<file path="src/rtl/can_stby_wake_pkg.sv">
package can_stby_wake_pkg;

  typedef enum logic {
    MODE_NORMAL  = 1'b0,
    MODE_STANDBY = 1'b1
  } wake_mode_e;

  // Resolve the select: an undriven select defaults to standby.
  function automatic wake_mode_e resolve_mode(input logic sel, input logic driven);
    return (!driven || sel) ? MODE_STANDBY : MODE_NORMAL;
  endfunction

  // Receive output value for a given mode, bus level and qualification.
  function automatic logic rx_level(input wake_mode_e mode, input logic dom,
                                    input logic qual);
    return (mode == MODE_STANDBY) ? !qual : !dom;
  endfunction

endpackage

</file>
<file path="src/rtl/stby_mode_ctl.sv">
module stby_mode_ctl
  import can_stby_wake_pkg::*;
(
  input  logic       clk,
  input  logic       rst_n,
  input  logic       stby_sel,
  input  logic       sel_driven,
  output wake_mode_e mode_now,
  output wake_mode_e mode_q,
  output logic       mode_change
);

  assign mode_now    = resolve_mode(stby_sel, sel_driven);
  assign mode_change = (mode_now != mode_q);

  always_ff @(posedge clk) begin
    if (!rst_n) mode_q <= MODE_STANDBY;
    else        mode_q <= mode_now;
  end

  assert_undriven_stby_R7: assert property (@(posedge clk) disable iff (!rst_n)
    !sel_driven |=> (mode_q == MODE_STANDBY));

endmodule

</file>
<file path="src/rtl/dom_width_filter.sv">
module dom_width_filter #(
  parameter int FILT_CYCLES = 30
) (
  input  logic clk,
  input  logic rst_n,
  input  logic bus_dom,
  input  logic clear,
  output logic [$clog2(FILT_CYCLES+1)-1:0] cnt_q,
  output logic qualified
);

  localparam int CW = $clog2(FILT_CYCLES + 1);
  localparam logic [CW-1:0] LIMIT = CW'(FILT_CYCLES);

  logic [CW-1:0] cnt_next;

  function automatic logic [CW-1:0] next_count(input logic [CW-1:0] cur,
                                               input logic dom, input logic clr);
    if (clr || !dom)      return '0;
    else if (cur < LIMIT) return cur + 1'b1;
    else                  return cur;
  endfunction

  assign cnt_next  = next_count(cnt_q, bus_dom, clear);
  assign qualified = (cnt_next == LIMIT);

  always_ff @(posedge clk) begin
    if (!rst_n) cnt_q <= '0;
    else        cnt_q <= cnt_next;
  end

  assert_recessive_clears_R6: assert property (@(posedge clk) disable iff (!rst_n)
    !bus_dom |=> (cnt_q == '0));

  assert_mode_clears_R8: assert property (@(posedge clk) disable iff (!rst_n)
    clear |=> (cnt_q == '0));

  assert_cnt_bound_R9: assert property (@(posedge clk) disable iff (!rst_n)
    cnt_q <= LIMIT);

endmodule

</file>
<file path="src/rtl/rxd_out_sel.sv">
module rxd_out_sel
  import can_stby_wake_pkg::*;
(
  input  logic       clk,
  input  logic       rst_n,
  input  wake_mode_e mode_now,
  input  logic       bus_dom,
  input  logic       qualified,
  output logic       rx_q
);

  always_ff @(posedge clk) begin
    if (!rst_n) rx_q <= 1'b1;
    else        rx_q <= rx_level(mode_now, bus_dom, qualified);
  end

  assert_normal_mirror_R2: assert property (@(posedge clk) disable iff (!rst_n)
    (mode_now == MODE_NORMAL) |=> (rx_q == !$past(bus_dom)));

  assert_recessive_high_R6: assert property (@(posedge clk) disable iff (!rst_n)
    !bus_dom |=> rx_q);

endmodule

</file>
<file path="src/rtl/can_stby_wake.sv">
module can_stby_wake
  import can_stby_wake_pkg::*;
#(
  parameter int FILT_CYCLES = 30
) (
  input  logic clk,
  input  logic rst_n,
  input  logic bus_dom,
  input  logic stby_sel,
  input  logic sel_driven,
  output logic rx_data
);

  localparam int CW = $clog2(FILT_CYCLES + 1);

  wake_mode_e    mode_now;
  wake_mode_e    mode_q;
  logic          mode_change;
  logic [CW-1:0] dom_cnt;
  logic          qualified;

  stby_mode_ctl u_mode (
    .clk         (clk),
    .rst_n       (rst_n),
    .stby_sel    (stby_sel),
    .sel_driven  (sel_driven),
    .mode_now    (mode_now),
    .mode_q      (mode_q),
    .mode_change (mode_change)
  );

  dom_width_filter #(.FILT_CYCLES(FILT_CYCLES)) u_filt (
    .clk       (clk),
    .rst_n     (rst_n),
    .bus_dom   (bus_dom),
    .clear     (mode_change),
    .cnt_q     (dom_cnt),
    .qualified (qualified)
  );

  rxd_out_sel u_out (
    .clk       (clk),
    .rst_n     (rst_n),
    .mode_now  (mode_now),
    .bus_dom   (bus_dom),
    .qualified (qualified),
    .rx_q      (rx_data)
  );

  assert_wake_low_R3: assert property (@(posedge clk) disable iff (!rst_n)
    (qualified && mode_now == MODE_STANDBY) |=> !rx_data);

  assert_no_short_wake_R4: assert property (@(posedge clk) disable iff (!rst_n)
    ((mode_q == MODE_STANDBY) && $fell(rx_data)) |-> (dom_cnt == CW'(FILT_CYCLES)));

  assert_reset_idle_R1: assert property (@(posedge clk)
    !rst_n |=> (rx_data && dom_cnt == '0));

endmodule

</file>
<file path="config.mk">
export PLATFORM = sky130hd
export DESIGN_NAME = can_stby_wake
export DESIGN_NICKNAME = d
export VERILOG_FILES = /design/src/rtl/can_stby_wake_pkg.sv /design/src/rtl/stby_mode_ctl.sv /design/src/rtl/dom_width_filter.sv /design/src/rtl/rxd_out_sel.sv /design/src/rtl/can_stby_wake.sv
export SDC_FILE = /design/constraint.sdc
export NUM_CORES = 1
export LEC_CHECK = 0
export ABC_AREA = 1
export CAP_MARGIN = 40
export CORE_AREA = 2 2 39 41
export DETAILED_ROUTE_END_ITERATION = 16
export DIE_AREA = 0 0 41 43
export HOLD_SLACK_MARGIN = 0.02
export PLACE_DENSITY = 0.52
export SYNTH_ARGS = -nofsm -noshare
export SYNTH_HDL_FRONTEND = slang
export SYNTH_SLANG_ARGS = --single-unit
</file>
<file path="constraint.sdc">
create_clock -name clk -period 1.56 [get_ports clk]
set_clock_uncertainty 0.1 [all_clocks]
set_input_delay 0.468 -clock clk [delete_from_list [all_inputs] [get_ports clk]]
set_output_delay 0.468 -clock clk [all_outputs]
set_load 0.01 [all_outputs]
</file>
==> impl_metrics.tcl <==
set metrics [dict create \
    crit_chain "clkdlybuf4s50_1 > inv_1 > nand3_1 > nand2_1 > nor2_2 > nand2_1 > nor2_1 > a21oi_2" \
    ys_seq_area_share_pct 36.2 \
    worst_setup_path_start_kind "input port" \
    ant_nets 0 \
    overflow 0 \
    pin_count 6 \
    grt_pass1_wl_mm 1.23 \
    finalCritPeriodShare_pct 92.8 \
    status "finished, final reports clean" \
    relSlewSlack_pct 87.9 \
    cts_root_buffer "clkbuf_4" \
    leakage_nw 0.255 \
    wl_per_cell_um 8.51 \
    worstPathRequired_ns 1.61 \
    period_minus_slack_ns 1.45 \
    die_y_um 43 \
    ctsHoldBuffers 0 \
    cts_tree "yes" \
    first_global_vias 360 \
    powerDensity_mw_per_mm2 777 \
    worst_pin_slew_ns 0.181 \
    core.rowCount 14 \
    finalNetCount 77 \
    drt_iter0_markers 10 \
    critPathMostFrequentCell "nand2_1" \
    dieArea_mm2 0.00176 \
    max-vdd-ir-drop_mv 0.302 \
    critPathArrivalTime_ns 1.50 \
    crit_buf_inv 2 \
    yosysUniqueCellTypes 16 \
    drc 0 \
    vias 369 \
    core_area_mm2 0.00138 \
    track_usage_pct 10.8 \
    fmax_ghz 0.691 \
    ctsResizeCount 1 \
    hold_slack_ns 0.447 \
    cp_max_fo 3 \
    path_class "input port to flop" \
    syn_area_per_cell_um2 6.67 \
    io_buffers 5 \
    min_path_type "flop to flop" \
    cts_sinks 7 \
    first_pass_iters 4 \
    initial_core_util_pct 27.9 \
    cap_violations 0 \
    hpwlAfterDp_um 595 \
    antenna_found_initial 0 \
    crit_path_max_incr_delay_ns 0.45 \
    setup_viol 0 \
    ys_ff_latch 7 \
    synth_cells 58 \
    yosys-top-cells-area "dfxtp_1, nand2_1, inv_1, nand3_1, nor2_1" \
    synth_largest_area_cell "dfxtp_1" \
    drive_gt1_share_pct 22.9 \
    synth_area_um2 387 \
    viasPerCell 4.29 \
    grt_max_degree 6 \
    cts_buffers 3 \
    synth_warnings 0 \
    dpl_cell_area_um2 479 \
    synthesis.nets 64 \
    fin_setup_tns_ns 0 \
    wl_um 732 \
    rsz0062_at_grt "no" \
    slowest_stage "clkdlybuf4s50_1" \
    clock_tree.buffer_depth 2 \
    design_area_um2 508 \
    hold_viol 0 \
    gp_congestion 0.746 \
    path_clk_slew_ns 0.06 \
    htreeDepth 1 \
    insertion_delay_ns 0.26 \
    insertedDiodeCount 0 \
    die_x_um 41 \
    slew_violations 0 \
    cts_setup_buffers 0 \
    path_delay_family "buffers and inverters" \
    cp-end-kind "flop" \
    syn_to_final_growth_pct 31.4 \
    synth_top_cell_area_share_pct 36.2 \
]
synthesized netlist by cell type:
master	number
nand3_1	7
dfxtp_1	7
nand2_2	3
clkinv_2	1
a21oi_2	1
clkinv_1	1
nor2_2	1
nand2_1	13
a31oi_1	1
inv_1	11
a21oi_1	1
nand4_1	2
nand2_4	1
ha_1	1
o21ai_2	1
nor2_1	6
logic make-up after synthesis:
kind of cell	Yosys count	share of synthesized area [%]
AO/OA/AOI/OAI	4	7.44
adder cells (fa/ha/maj)	1	3.24
AND/OR/NAND/NOR	33	40.1
buffers and inverters	13	12.9
flip-flops	7	36.2
worst min-delay path: stages, from the launching register on:
cell and delay [ns]:
dfxtp_1 0.33, nand2_1 0.09, a31oi_1 0.08
state kept, by name, summed over array words and instances (netlist names):
signal and flops:
u_filt.cnt_q 5, u_out.rx_q 1, u_mode.mode_q 1
per-stage QoR:
stage                     std cells  worst slack, ns  util [%]  power [mW]
after floorplan                  58            0.317         -       0.205
after global placement           82           -0.201      34.6       0.226
after detailed placement         82           -0.202      34.6       0.226
after CTS                        86           0.0598      36.5       0.397
after global routing             86           0.0269      36.7       0.414
final                            86            0.113      36.7       0.395
final timing paths:
kind	cells after the start	start	slack, ns	endpoint
setup / recovery	8	stby_sel	0.11	u_out.rx_q
hold / removal	2	u_filt.cnt_q[3]	0.45	u_filt.cnt_q[3]
setup reg to reg	7	u_filt.cnt_q[0]	0.18	u_out.rx_q
hold reg to reg	2	u_filt.cnt_q[3]	0.45	u_filt.cnt_q[3]
layout by cell type (no fill, tap or decap), types with 2 or more instances in the layout:
| master | Yosys | final |
|---|---|---|
| nand2_1 | 13 | 13 |
| inv_1 | 11 | 11 |
| nand3_1 | 7 | 7 |
| dfxtp_1 | 7 | 7 |
| nor2_1 | 6 | 5 |
| clkdlybuf4s50_1 | 0 | 4 |
| nand2_2 | 3 | 3 |
| clkbuf_4 | 0 | 3 |
| buf_4 | 0 | 3 |
| nand4_1 | 2 | 2 |
| nor2_2 | 1 | 2 |
| clkinv_2 | 1 | 2 |
power by group:
part           internal [mW]  switching (mW)
Clock                 0.0943          0.0786
Combinational         0.0195          0.0161
Sequential             0.183         0.00351
area by class of cell:
type	instances	area, um2
multi-input combinational	38	199
inverter	13	50.0
clock inverter	1	5.00
clock buffer	3	22.5
tap	16	20.0
fill	152	876
timing repair buffer	8	71.3
sequential	7	140
metal layers:
| metal | vias up | wire length, um | track usage (%) |
|---|---|---|---|
| li1 | 203 | - | - |
| met1 | 152 | 332 | 11.3 |
| met2 | 9 | 335 | 15.9 |
| met3 | 5 | 26 | 3.14 |
| met4 | 0 | 36 | 10.0 |
| met5 | - | 0 | 0 |
No activity file was read; power rests on OpenSTA's default activity.
